<file path="src/rtl/radio_sleep_pkg.sv">
package radio_sleep_pkg;

  typedef enum logic [1:0] {
    PS_ACTIVE = 2'd0,
    PS_ENTER  = 2'd1,
    PS_SLEEP  = 2'd2,
    PS_SETTLE = 2'd3
  } pwr_state_e;

  // A write asks for sleep only with force-end set and a zero end state.
  function automatic logic is_sleep_req(input logic force_end, input logic [2:0] end_code);
    return force_end && (end_code == 3'b000);
  endfunction

  // Converts a time bound in microseconds to reference cycles.
  function automatic int unsigned bound_cycles(input int unsigned mhz, input int unsigned us);
    return mhz * us;
  endfunction

endpackage

</file>
<file path="src/rtl/cycle_timer.sv">
module cycle_timer #(
  parameter int unsigned W = 8
) (
  input  logic         clk,
  input  logic         rst_n,
  input  logic         start,
  input  logic         run,
  input  logic [W-1:0] limit,
  output logic         done,
  output logic [W-1:0] count
);

  always_ff @(posedge clk or negedge rst_n) begin
    if (!rst_n)       count <= '0;
    else if (start)   count <= '0;
    else if (run)     count <= count + 1'b1;
  end

  assign done = run && (count == limit - 1'b1);

  // The count never passes the limit while the timer runs.
  p_count_in_range_r6: assert property (@(posedge clk) disable iff (!rst_n)
    (run && !start) |-> (count < limit));

endmodule

</file>
<file path="src/rtl/lowbat_gate.sv">
module lowbat_gate #(
  parameter int unsigned CODE_W = 3
) (
  input  logic              clk,
  input  logic              rst_n,
  input  logic              thr_wr,
  input  logic [CODE_W-1:0] thr_code,
  input  logic              awake,
  output logic [CODE_W-1:0] thr_q,
  output logic              mon_en
);

  always_ff @(posedge clk or negedge rst_n) begin
    if (!rst_n)      thr_q <= '0;
    else if (thr_wr) thr_q <= thr_code;
  end

  assign mon_en = awake && (thr_q != '0);

  p_thresh_hold_r8: assert property (@(posedge clk) disable iff (!rst_n)
    !thr_wr |=> $stable(thr_q));

  p_thresh_load_r8: assert property (@(posedge clk) disable iff (!rst_n)
    thr_wr |=> (thr_q == $past(thr_code)));

endmodule

</file>
<file path="src/rtl/radio_sleep_seq.sv">
module radio_sleep_seq
  import radio_sleep_pkg::*;
#(
  parameter int unsigned CLK_MHZ        = 200,
  parameter int unsigned ENTRY_BOUND_US = 35,
  parameter int unsigned ENTRY_CYCLES   = 8,
  parameter int unsigned SETTLE_W       = 16
) (
  input  logic                clk,
  input  logic                rst_n,
  input  logic                xact_wr,
  input  logic                xact_force_end,
  input  logic [2:0]          xact_end_code,
  input  logic                xact_done,
  input  logic                auto_sleep_en,
  input  logic                pkt_done,
  input  logic                txrx_cmd,
  input  logic [SETTLE_W-1:0] settle_cycles,
  input  logic                stable_irq_en,
  input  logic                thr_wr,
  input  logic [2:0]          thr_code,
  output logic                osc_en,
  output logic                osc_ready,
  output logic                osc_stable_irq,
  output logic                lb_mon_en,
  output logic [2:0]          lb_thresh
);

  localparam int unsigned ENTRY_LIMIT = bound_cycles(CLK_MHZ, ENTRY_BOUND_US);
  localparam int unsigned EW          = $clog2(ENTRY_CYCLES + 1);
  localparam logic [EW-1:0] ENTRY_LIM = EW'(ENTRY_CYCLES);

  // A programmed settle count of zero still waits one cycle.
  function automatic logic [SETTLE_W-1:0] eff_settle(input logic [SETTLE_W-1:0] s);
    return (s == '0) ? SETTLE_W'(1) : s;
  endfunction

  pwr_state_e state, state_nx;
  logic       sleep_arm, arm_now;
  logic [SETTLE_W-1:0] settle_lim;

  // Named events, shared by the next-state logic and the assertions
  logic ev_wr_sleep, ev_pkt_sleep, ev_start_entry;
  logic ev_wake, ev_abort, ev_entry_done, ev_settle_done;
  logic [EW-1:0]       entry_cnt;
  logic [SETTLE_W-1:0] settle_cnt;

  assign arm_now        = xact_wr ? is_sleep_req(xact_force_end, xact_end_code) : sleep_arm;
  assign ev_wr_sleep    = (state == PS_ACTIVE) && xact_done && arm_now;
  assign ev_pkt_sleep   = (state == PS_ACTIVE) && auto_sleep_en && pkt_done;
  assign ev_start_entry = ev_wr_sleep || ev_pkt_sleep;
  assign ev_wake        = (state == PS_SLEEP) && txrx_cmd;
  assign ev_abort       = (state == PS_ENTER) && txrx_cmd;

  always_ff @(posedge clk or negedge rst_n) begin
    if (!rst_n)           sleep_arm <= 1'b0;
    else if (ev_wr_sleep) sleep_arm <= 1'b0;
    else if (xact_wr)     sleep_arm <= is_sleep_req(xact_force_end, xact_end_code);
  end

  always_ff @(posedge clk or negedge rst_n) begin
    if (!rst_n)       settle_lim <= SETTLE_W'(1);
    else if (ev_wake) settle_lim <= eff_settle(settle_cycles);
  end

  cycle_timer #(.W(EW)) u_entry_timer (
    .clk   (clk),
    .rst_n (rst_n),
    .start (ev_start_entry),
    .run   (state == PS_ENTER),
    .limit (ENTRY_LIM),
    .done  (ev_entry_done),
    .count (entry_cnt)
  );

  cycle_timer #(.W(SETTLE_W)) u_settle_timer (
    .clk   (clk),
    .rst_n (rst_n),
    .start (ev_wake),
    .run   (state == PS_SETTLE),
    .limit (settle_lim),
    .done  (ev_settle_done),
    .count (settle_cnt)
  );

  always_comb begin
    state_nx = state;
    unique case (state)
      PS_ACTIVE: if (ev_start_entry) state_nx = PS_ENTER;
      PS_ENTER: begin
        if (ev_abort)           state_nx = PS_ACTIVE;
        else if (ev_entry_done) state_nx = PS_SLEEP;
      end
      PS_SLEEP:  if (ev_wake)        state_nx = PS_SETTLE;
      PS_SETTLE: if (ev_settle_done) state_nx = PS_ACTIVE;
      default:   state_nx = PS_ACTIVE;
    endcase
  end

  always_ff @(posedge clk or negedge rst_n) begin
    if (!rst_n) begin
      state          <= PS_ACTIVE;
      osc_stable_irq <= 1'b0;
    end else begin
      state          <= state_nx;
      osc_stable_irq <= ev_settle_done && stable_irq_en;
    end
  end

  assign osc_en    = (state != PS_SLEEP);
  assign osc_ready = (state == PS_ACTIVE) || (state == PS_ENTER);

  lowbat_gate #(.CODE_W(3)) u_lowbat (
    .clk      (clk),
    .rst_n    (rst_n),
    .thr_wr   (thr_wr),
    .thr_code (thr_code),
    .awake    (osc_ready),
    .thr_q    (lb_thresh),
    .mon_en   (lb_mon_en)
  );

  // Checker: counts cycles spent winding down, to bound entry without unrolling
  int unsigned entry_age;
  always_ff @(posedge clk or negedge rst_n) begin
    if (!rst_n)                  entry_age <= 0;
    else if (state == PS_ENTER)  entry_age <= entry_age + 1;
    else                         entry_age <= 0;
  end

  p_write_starts_entry_r1: assert property (@(posedge clk) disable iff (!rst_n)
    ((state == PS_ACTIVE) && xact_done && arm_now) |=> (state == PS_ENTER));

  p_entry_bound_r2: assert property (@(posedge clk) disable iff (!rst_n)
    (state == PS_ENTER) |-> (entry_age < ENTRY_LIMIT));

  p_entry_cnt_r2: assert property (@(posedge clk) disable iff (!rst_n)
    (state == PS_ENTER) |-> (entry_cnt < ENTRY_LIM));

  p_auto_entry_r3: assert property (@(posedge clk) disable iff (!rst_n)
    ((state == PS_ACTIVE) && auto_sleep_en && pkt_done) |=> (state == PS_ENTER));

  p_wake_r5: assert property (@(posedge clk) disable iff (!rst_n)
    (!osc_en && txrx_cmd) |=> (osc_en && !osc_ready));

  p_irq_after_settle_r6: assert property (@(posedge clk) disable iff (!rst_n)
    osc_stable_irq |-> (osc_ready && $past(state == PS_SETTLE)));

  p_settle_cnt_r6: assert property (@(posedge clk) disable iff (!rst_n)
    (state == PS_SETTLE) |-> (settle_cnt < settle_lim));

  p_mon_off_asleep_r7: assert property (@(posedge clk) disable iff (!rst_n)
    !osc_en |-> !lb_mon_en);

endmodule

</file>
<file path="config.mk">
export PLATFORM = sky130hd
export DESIGN_NAME = radio_sleep_seq
export DESIGN_NICKNAME = d
export VERILOG_FILES = /design/src/rtl/radio_sleep_pkg.sv /design/src/rtl/cycle_timer.sv /design/src/rtl/lowbat_gate.sv /design/src/rtl/radio_sleep_seq.sv
export SDC_FILE = /design/constraint.sdc
export NUM_CORES = 1
export LEC_CHECK = 0
export BUFFER_PORTS_ARGS = -buffer_cell sky130_fd_sc_hd__buf_2
export CORE_ASPECT_RATIO = 1.75
export CORE_MARGIN = 4
export CORE_UTILIZATION = 45
export DETAILED_ROUTE_END_ITERATION = 6
export GPL_ROUTABILITY_DRIVEN = 0
export PLACE_DENSITY = 0.66
export SYNTH_ARGS = -nofsm -noshare
export SYNTH_HDL_FRONTEND = slang
export SYNTH_SLANG_ARGS = --single-unit
</file>
<file path="constraint.sdc">
create_clock -name clk -period 3.15 [get_ports clk]
set_input_delay 0.63 -clock clk [delete_from_list [all_inputs] [get_ports clk]]
set_output_delay 0.63 -clock clk [all_outputs]
set_load 0.05 [all_outputs]
</file>
==> metrics.cfg, run 1 <==
[run_status]
outcome=finished, final reports clean

[power_and_ir_drop]
intPower_uw=1467
share_comb_of_total_power_pct=43.5
p_sw_uw=1157
reported_leakage_power_uw=0.001281
power_frac_seq_pct=42.5
swShare_pct=44.10
vdd_ir_drop_max_v=0.0004914
pwr_density_cell_nw_per_um2=932.6
power_frac_clock_pct=14.0

[synthesis]
synth.net_count=287
cell_area_after_technology_mapping_sq_um=2469
number_of_synthesized_flops_with_an_enable_pin=0
synth_ff_type=dfrtp_1
yosysWarnings=0
netlist-cell-type-count=48
postSynthCellCount=252
synth-seq-cells=43
ys_top_cells_by_count=dfrtp_1 (42), nand2_1 (24), mux2_2 (20)
ys_seq_area_share_pct=43.64
async_flop_share_pct=100.0
avgSynthCellArea_sq_um=9.796
synth_area_leaders=dfrtp_1 (43%), mux2_2 (9.1%), xnor2_1 (4.6%)
post-synth-top-area-cell=dfrtp_1
most_common_cell_in_the_synthesized_netlist=dfrtp_1
area_share_of_the_leading_cell_type_in_the_synthesized_netlist_pct=42.57

[clocking]
post_cts_buffers=0
tritoncts_num_sinks=43
postCtsResizedCells=0
cts.path.max_buffers=2
cts_inserted_buffers=5
clock_latency_ns=0.30
tritoncts=yes
htreeDepth=2
cts_root_buffer=clkbuf_8
count_of_hold_buffers_inserted_by_post_cts_repair=0
cts.reportedPaths.clkPinSlew_ns=0.09

[routing]
finalWirelength_mm=5.707
dr.first_iter.drc_count=94
avgRoutedWirePerCell_um=15.68
detailedRoute.firstPassIterationCount=4
via_to_cell_ratio=5.522
num_vias=2010
drc_violations_left=0
route.antenna.remaining_nets=0

[finish]
area_delta_synth_final_pct=13.99
n_antenna_cell=0
drive_gt1_share_pct=25.52
num-nets-final=324
final_core_utilization_pct=53.11

[global_route]
groute.usage.overall_pct=18.09
vias_in_the_first_global_route=2026
global_route.overflow_total=0
antenna_found_initial=0
global_route_wire_length_before_repair_mm=9.597
grt_max_degree=44

[floorplan]
design.die.area_sq_um=6782
coreArea_sq_um=5299
die_x_um=63.99
top_level_ports=39
rows=35
chipHeight_um=106.0
initial_utilization_pct=46.59

[timing]
clock.fmax_ghz=0.3628
skew_ns=0.004506
grt_setup_unrepaired=false
finalCriticalPeriod_ns=2.756
final.hold.worst_slack_ns=0.4673
timing_hold_violations_final=0
layout_worst_path_cycle_share_pct=87.49
slew_headroom_pct=37.01
tightestPinTransition_ns=0.9449
drv_slew=0
tns_ns=0
setup_violations=0

[job]
max_cap_viol_count=0

[setup_path]
worstSetupEndpointType=flop
cp.required_ns=3.31
critPathLaunchType=flop
path_class=reg2reg
worst_setup_path_startpoint=settle_lim[3]
critical_path_peak_fanout=7
worst-endpoint-arrival_ns=2.91
regToRegStartpoint=settle_lim[3]

[min_path]
worstHoldPathType=in2async

[place]
detailed_placement_wirelength_estimate_mm=4.373
numPortBuffers=38

## power by group through the flow
| stage | clock [uW] | combinational, uW | sequential [uW] |
|---|---|---|---|
| 6_report | 366 | 1140 | 1120 |
| 5_1_grt | 401 | 1270 | 1160 |
| 4_1_cts | 372 | 1140 | 1110 |
| 3_5_place_dp | 0 | 1130 | 1130 |
| 3_3_place_gp | 0 | 1120 | 1110 |
| 2_1_floorplan | 0 | 951 | 996 |
## area by class of cell
class                   count  area (sq um)
clock inverters             3         23.77
fillers                   502          2485
clock buffers               5         68.82
multi-input cells         191          1324
well taps                  74         92.59
repair buffers             38         190.2
flip-flops and latches     43          1077
inverters                  10         37.54
## logic make-up after synthesis
logic type,share of synthesized area [%]
and+or+nand+nor,20.07
AOI/OAI and AO/OA,11.86
DFF,43.64
adders and majority gates,1.521
buffers and inverters,2.737
xor gates and xnor gates,7.806
muxes,12.37
## state kept, by name, summed over array words and instances, names as in the netlist, named ones only
name / count
u_settle_timer.count: 16
state: 1
u_entry_timer.count: 4
settle_lim: 16
osc_stable_irq: 1
sleep_arm: 1
u_lowbat.thr_q: 3
## cells in the final DEF, fill, tap and decap left out, types with 2 or more instances in the layout
| cell | instances |
|---|---|
| a21oi_1 | 6 |
| o21ai_0 | 17 |
| clkinvlp_4 | 2 |
| nor2_1 | 15 |
| or2_2 | 2 |
| xnor2_1 | 13 |
| mux2_2 | 20 |
| or4_4 | 2 |
| nor4_1 | 8 |
| and2_1 | 2 |
| ha_1 | 3 |
| nand4_1 | 5 |
| a41oi_1 | 2 |
| nand2b_1 | 5 |
| clkbuf_8 | 5 |
| buf_2 | 38 |
| mux2i_1 | 8 |
| dfrtp_1 | 42 |
| inv_1 | 10 |
| nand3_1 | 13 |
| nand2_1 | 24 |
| a31oi_1 | 4 |
| nor3_1 | 3 |
| xor2_1 | 9 |
| and3_1 | 6 |
## critical path: stages, from the launching register on
cell and delay (ns):
dfrtp_1 0.46, or4_4 0.60, or4_4 0.53, o32a_1 0.31, a2111oi_2 0.31, and4b_1 0.29
a41oi_1 0.11
## per-stage QoR
stage / power (uW) / instances / setup slack, ns / instance area [sq um]
2_1_floorplan: 1947 / 252 / 0.5628 / 2469
3_3_place_gp: 2228 / 356 / 0.4542 / 2721
3_5_place_dp: 2258 / 356 / 0.4268 / 2721
4_1_cts: 2628 / 364 / 0.4125 / 2814
5_1_grt: 2822 / 364 / 0.3178 / 2814
6_report: 2624 / 364 / 0.3939 / 2814
## worst paths after layout
kind	to	slack, ns	cells past startpoint
worst max-delay path	flop	0.39	6
worst min-delay path	u_settle_timer.count[12]	0.47	1
worst max register to register	flop	0.39	6
worst min register to register	u_settle_timer.count[15]	0.52	1
max in group asynchronous	settle_lim[3]	2.09	1
min in group clk	sleep_arm	0.50	2
## routing by layer
metal	vias to the layer above	routed length, um	global-route usage (%)	share of wire, %
met5	-	0	0	0
met4	0	129	7.110	2.3
li1	994	-	-	-
met3	8	154	2.748	2.7
met2	37	3195	33.46	56
met1	971	2228	20.15	39
(Power assumes the default switching activity.)
==> run 2: changes to the inputs <==
--- a/config.mk
+++ b/config.mk
@@ -8,10 +8,11 @@
 export BUFFER_PORTS_ARGS = -buffer_cell sky130_fd_sc_hd__buf_2
 export CORE_ASPECT_RATIO = 1.75
 export CORE_MARGIN = 4
-export CORE_UTILIZATION = 45
+export CORE_UTILIZATION = 56
+export CTS_CLUSTER_SIZE = 10
 export DETAILED_ROUTE_END_ITERATION = 6
 export GPL_ROUTABILITY_DRIVEN = 0
-export PLACE_DENSITY = 0.66
+export PLACE_DENSITY = 0.79
 export SYNTH_ARGS = -nofsm -noshare
 export SYNTH_HDL_FRONTEND = slang
 export SYNTH_SLANG_ARGS = --single-unit
==> run 2 against run 1 <==
Against the previous run: first-iteration DRC count up 2.1%; global-route usage up 4.8 points; combinational power about the same.
==> metrics.cfg, run 2 (synthesized netlist as in run 1, its figures left out) <==
[finish]
final_core_utilization_pct=67.03  ; +14 points
num-nets-final=324  ; unchanged
mostFrequentLayoutCell=dfrtp_1
ff_latch_area_sq_um=1077  ; unchanged
number_of_fillers_in_the_final_layout=348  ; -31%
area_delta_synth_final_pct=13.74
final_design_area_no_fill_sq_um=2808  ; -0.22%
drive_gt1_share_pct=25.52  ; unchanged
most_frequent_cells_in_the_layout=dfrtp_1 (42), buf_2 (38), nand2_1 (24)
multi_input_area_sq_um=1324  ; unchanged
n_antenna_cell=0  ; unchanged
largest_registers=settle_lim x16, u_settle_timer.count x16, u_entry_timer.count x4

[clocking]
tritoncts_num_sinks=43  ; unchanged
cts.reportedPaths.clkPinSlew_ns=0.08  ; about the same
htreeDepth=2  ; unchanged
cts_root_buffer=clkbuf_8
cts_inserted_buffers=5  ; unchanged
cts.path.max_buffers=2  ; unchanged
clock_latency_ns=0.30  ; about the same
post_cts_buffers=0  ; unchanged
postCtsResizedCells=0  ; unchanged
tritoncts=yes
count_of_hold_buffers_inserted_by_post_cts_repair=0  ; unchanged

[power_and_ir_drop]
reported_leakage_power_uw=0.001302  ; +1.6%
share_comb_of_total_power_pct=42.2  ; -1.3 points
p_sw_uw=1143  ; -1.2%
power_frac_clock_pct=16.5  ; +2.5 points
intPower_uw=1564  ; +6.6%
report.power.total_uw=2708  ; +3.2%
pwr_density_cell_nw_per_um2=964.4  ; +3.4%
swShare_pct=42.22  ; -1.9 points
vdd_ir_drop_max_v=0.0007513  ; +53%
power_frac_seq_pct=41.3  ; -1.2 points

[global_route]
groute.layer.met1.usage_pct=25.92  ; +5.8 points
global_route_wire_length_before_repair_mm=9.639  ; +0.44%
groute.usage.overall_pct=22.93  ; +4.8 points
vias_in_the_first_global_route=2011  ; -0.74%
grt_max_degree=44  ; unchanged
antenna_found_initial=0  ; unchanged
globalRoute.busiestLayer=met2
global_route.overflow_total=0  ; unchanged
groute.layer.met3.usage_pct=3.758  ; +1.0 points
routing_usage_on_met2_pct=42.36  ; +8.9 points

[setup_path]
critical_path_peak_fanout=7  ; unchanged
path_class=reg2reg
critPathLaunchType=flop
worstSetupEndpointType=flop
cp.required_ns=3.30  ; about the same
worst-endpoint-arrival_ns=2.92  ; about the same

[timing]
finalCriticalPeriod_ns=2.768  ; +0.01181 ns
setup_violations=0  ; unchanged
clock.fmax_ghz=0.3613  ; -0.43%
drv_slew=0  ; unchanged
skew_ns=0.007861  ; +0.003354 ns
timing_hold_violations_final=0  ; unchanged
tns_ns=0  ; unchanged
final.hold.worst_slack_ns=0.4919  ; +0.02462 ns
tightestPinTransition_ns=0.9854  ; +0.04048 ns
layout_worst_path_cycle_share_pct=87.87  ; +0.38 points
grt_setup_unrepaired=false
slew_headroom_pct=34.31  ; -2.7 points

[floorplan]
rows=31  ; -11%
die_x_um=58.19  ; -9.1%
design.die.area_sq_um=5576  ; -18%
chipHeight_um=95.83  ; -9.6%
coreArea_sq_um=4189  ; -21%
initial_utilization_pct=58.93  ; +12 points
top_level_ports=39  ; unchanged

[job]
max_cap_viol_count=0  ; unchanged

[run_status]
outcome=finished, final reports clean

[routing]
avgRoutedWirePerCell_um=17.36  ; +11%
finalWirelength_mm=5.886  ; +3.1%
drc_violations_left=0  ; unchanged
num_vias=2022  ; +0.60%
dr.first_iter.drc_count=96  ; +2.1%
route.antenna.remaining_nets=0  ; unchanged
detailedRoute.firstPassIterationCount=4  ; unchanged
via_to_cell_ratio=5.965  ; +8.0%

[place]
numPortBuffers=38  ; unchanged
dpl-instance-area_sq_um=2690  ; -1.1%
detailed_placement_wirelength_estimate_mm=4.396  ; +0.52%

[min_path]
worstHoldPathType=in2async

[run 2: final timing paths]
kind | startpoint | to | slack, ns | cells past startpoint
setup / recovery | settle_lim[3] | flop | 0.38 | 6
hold / removal | rst_n | u_settle_timer.count[12] | 0.49 | 1
setup reg to reg | settle_lim[3] | flop | 0.38 | 6
hold reg to reg | u_settle_timer.count[15] | u_settle_timer.count[15] | 0.52 | 1
max in group asynchronous | rst_n | u_entry_timer.count[1] | 2.06 | 1
min in group clk | u_settle_timer.count[15] | u_settle_timer.count[15] | 0.52 | 1
[run 2: critical path, cell delays in order, from the launching register on]
cell	delay [ns]
dfrtp_1	0.46
or4_4	0.59
or4_4	0.53
o32a_1	0.31
a2111oi_2	0.32
and4b_1	0.29
a41oi_1	0.11
[run 2: area by class of cell]
cell class	count	area share, %
Clock inverter	2	1.248
Sequential cell	43	38.37
Tap cell	49	2.184
Timing Repair Buffer	38	6.774
Inverter	10	1.337
Multi-Input combinational cell	191	47.15
Clock buffer	6	2.941
[run 2: stage by stage]
step / worst slack, ns / std cells
floorplan: 0.5628 / 252
global placement: 0.4690 / 331
detailed placement: 0.4101 / 331
CTS: 0.3833 / 339
global route: 0.2650 / 339
finish: 0.3821 / 339
[run 2: routing by layer]
layer,vias up,wire length (um),share of wire [%]
met5,-,0,0
met4,0,157,2.7
met3,12,214,3.6
met2,49,3288,56
met1,972,2225,38
li1,989,-,-
[run 2: power groups by stage]
stage / Sequential (uW) / Combinational (uW) / Clock [uW]
3_5_place_dp: 1120 / 1130 / 0
6_report: 1120 / 1140 / 447
4_1_cts: 1110 / 1150 / 457
5_1_grt: 1160 / 1280 / 478
3_3_place_gp: 1100 / 1110 / 0
2_1_floorplan: 996 / 951 / 0
==> run 3: changes to the inputs <==
--- a/config.mk
+++ b/config.mk
@@ -13,6 +13,7 @@
 export DETAILED_ROUTE_END_ITERATION = 6
 export GPL_ROUTABILITY_DRIVEN = 0
 export PLACE_DENSITY = 0.79
+export SETUP_SLACK_MARGIN = 0.5
 export SYNTH_ARGS = -nofsm -noshare
 export SYNTH_HDL_FRONTEND = slang
 export SYNTH_SLANG_ARGS = --single-unit
==> run 3 against run 2 <==
Against the previous run: clock-buffer cell count stayed put; sequential share of layout area is 0.79 points lower; largest cell class unchanged; routed wire length is 0.83% higher; final cell count is 1.5% higher; non-clock buffer count is 5 higher; first-iteration DRC count is 14% lower; via count is 1.1% higher; combinational power is 9.6% higher; highest routed layer unchanged; sequential power hardly changed; die area stayed put; hold slack worse by 0.0079 ns.
==> metrics.cfg, run 3 (synthesized netlist as in run 1, its figures left out) <==
[setup_path]
path_cells=inv_1, ha_2, nand2b_1, or4_4, o32a_1, a2111oi_4, and4b_2, a41oi_2
cp_slowest_cell=or4_4
critPathMaxStageDelay_ns=0.51  ; -0.08 ns
path_class=reg2reg
worst-endpoint-arrival_ns=2.64  ; -0.28 ns
path_delay_family=simple AND/OR/NAND/NOR gates
critical_path_peak_fanout=5  ; -2
worstSetupEndpointType=flop
cp.required_ns=3.30  ; about the same
critPathLaunchType=flop
path_buf_inv=1  ; +1
regToRegSetupSlack_ns=0.66  ; +0.28 ns

[timing]
final.hold.worst_slack_ns=0.4841  ; -0.007891 ns
slew_headroom_pct=35.32  ; +1.0 points
timing_hold_violations_final=0  ; unchanged
clock.fmax_ghz=0.4017  ; +11%
layout_worst_path_cycle_share_pct=79.03  ; -8.8 points
finalCriticalPeriod_ns=2.489  ; -0.2785 ns
grt_setup_unrepaired=false
skew_ns=0.006405  ; -0.001455 ns
setup_violations=0  ; unchanged
tns_ns=0  ; unchanged
drv_slew=0  ; unchanged
fin_worst_setup_slack_ns=0.6606  ; +0.2785 ns
tightestPinTransition_ns=0.9702  ; -0.01512 ns

[clocking]
tritoncts=yes
tritoncts_num_sinks=43  ; unchanged
htreeDepth=2  ; unchanged
count_of_hold_buffers_inserted_by_post_cts_repair=0  ; unchanged
cts_root_buffer=clkbuf_8
clock_latency_ns=0.30  ; about the same
cts_inserted_buffers=5  ; unchanged
cts.reportedPaths.clkPinSlew_ns=0.08  ; about the same
cts.path.max_buffers=2  ; unchanged

[power_and_ir_drop]
vdd_ir_drop_max_v=0.0007489  ; -0.32%
intPower_uw=1615  ; +3.2%
report.power.total_uw=2794  ; +3.2%
power_frac_clock_pct=16.0  ; -0.5 points
reported_leakage_power_uw=0.001323  ; +1.7%
pwr_density_cell_nw_per_um2=973.6  ; +0.95%
share_comb_of_total_power_pct=44.8  ; +2.6 points
p_sw_uw=1179  ; +3.1%
power_frac_seq_pct=39.2  ; -2.1 points
swShare_pct=42.20  ; about the same

[finish]
largest_registers=settle_lim x16, u_settle_timer.count x16, u_entry_timer.count x4
mostFrequentLayoutCell=dfrtp_1
final_core_utilization_pct=68.52  ; +1.5 points
most_frequent_cells_in_the_layout=dfrtp_1 (41), buf_2 (38), nand2_1 (24)
area_delta_synth_final_pct=16.27
num-nets-final=329  ; +1.5%
n_antenna_cell=0  ; unchanged
drive_gt1_share_pct=28.14  ; +2.6 points

[global_route]
routing_usage_on_met2_pct=41.70  ; -0.66 points
global_route_wire_length_before_repair_mm=9.791  ; +1.6%
groute.layer.met3.usage_pct=4.027  ; +0.27 points
groute.usage.overall_pct=23.24  ; +0.31 points
groute.layer.met1.usage_pct=26.18  ; +0.26 points
globalRoute.busiestLayer=met2
global_route.overflow_total=0  ; unchanged
vias_in_the_first_global_route=2048  ; +1.8%
grt_max_degree=44  ; unchanged
antenna_found_initial=0  ; unchanged

[routing]
via_to_cell_ratio=5.942  ; -0.38%
finalWirelength_mm=5.935  ; +0.83%
avgRoutedWirePerCell_um=17.25  ; -0.63%
drc_violations_left=0  ; unchanged
route.antenna.remaining_nets=0  ; unchanged
dr.first_iter.drc_count=83  ; -14%
num_vias=2044  ; +1.1%
detailedRoute.firstPassIterationCount=4  ; unchanged

[min_path]
worstHoldPathType=in2async

[floorplan]
design.die.area_sq_um=5576  ; unchanged
chipHeight_um=95.83  ; unchanged
coreArea_sq_um=4189  ; unchanged
die_x_um=58.19  ; unchanged
initial_utilization_pct=58.93  ; unchanged
rows=31  ; unchanged
top_level_ports=39  ; unchanged

[place]
numPortBuffers=38  ; unchanged
pre_cts_ws_ns=0.4101  ; unchanged
detailed_placement_wirelength_estimate_mm=4.396  ; unchanged

[run_status]
outcome=finished, final reports clean

[job]
max_cap_viol_count=0  ; unchanged

-- run 3: cell count changes in the layout (fill, tap and decap cells not counted) --
cell and delta:
a2111oi_4 +1, and4b_2 +1, ha_2 +1, a2111oi_2 -1, buf_4 +5, and4b_1 -1, ha_1 -1, dfrtp_2 +1
a41oi_1 -1, a41oi_2 +1, dfrtp_1 -1
-- run 3: power groups by stage --
stage               Clock [uW]  Combinational, uW  Sequential, uW
global placement             0               1110            1100
finish                     447               1250            1100
floorplan                    0                951             996
global route               478               1380            1140
detailed placement           0               1130            1120
CTS                        457               1190            1090
-- run 3: worst paths after layout --
check                                              start                       end  cells past startpoint
worst max-delay path                       settle_lim[0]                      flop                      8
worst min-delay path                               rst_n  u_settle_timer.count[12]                      1
worst max register to register             settle_lim[0]                      flop                      8
worst min register to register  u_settle_timer.count[15]  u_settle_timer.count[15]                      1
max in group asynchronous                          rst_n             settle_lim[3]                      1
min in group clk                u_settle_timer.count[15]  u_settle_timer.count[15]                      1
-- run 3: metrics by stage --
step	instances	instance area, sq um
after global routing	344	2870
after floorplan	252	2469
after detailed placement	331	2690
final	344	2870
after CTS	342	2831
after global placement	331	2690
-- run 3: final cells by class --
type                       instances  area [sq um]
tap                               49         61.31
fill                             345          1319
inverter                          10         37.54
multi-input combinational        191          1348
sequential                        43          1079
timing repair buffer              43         227.7
clock buffer                       6         82.58
clock inverter                     2         35.03
-- run 3: what timing repair did --
action / 4_1_cts / 5_1_grt
buffers inserted: 3 / 2
endpoints found under the setup margin: 3 / 3
pin swaps: 2 / 4
endpoints found under the hold margin: 0 / 0
gates resized for setup: 1 / 4
-- run 3: worst reg2reg max path, cell delays in order (launching register included) --
cell	delay, ns
dfstp_2	0.39
inv_1	0.09
ha_2	0.23
nand2b_1	0.15
or4_4	0.51
o32a_1	0.38
a2111oi_4	0.18
and4b_2	0.31
a41oi_2	0.10
-- run 3: routing by layer --
metal	share of wire [%]	wire length, um
met4	3.5	207
met1	38	2232
met3	3.4	201
met2	55	3293
met5	0	0
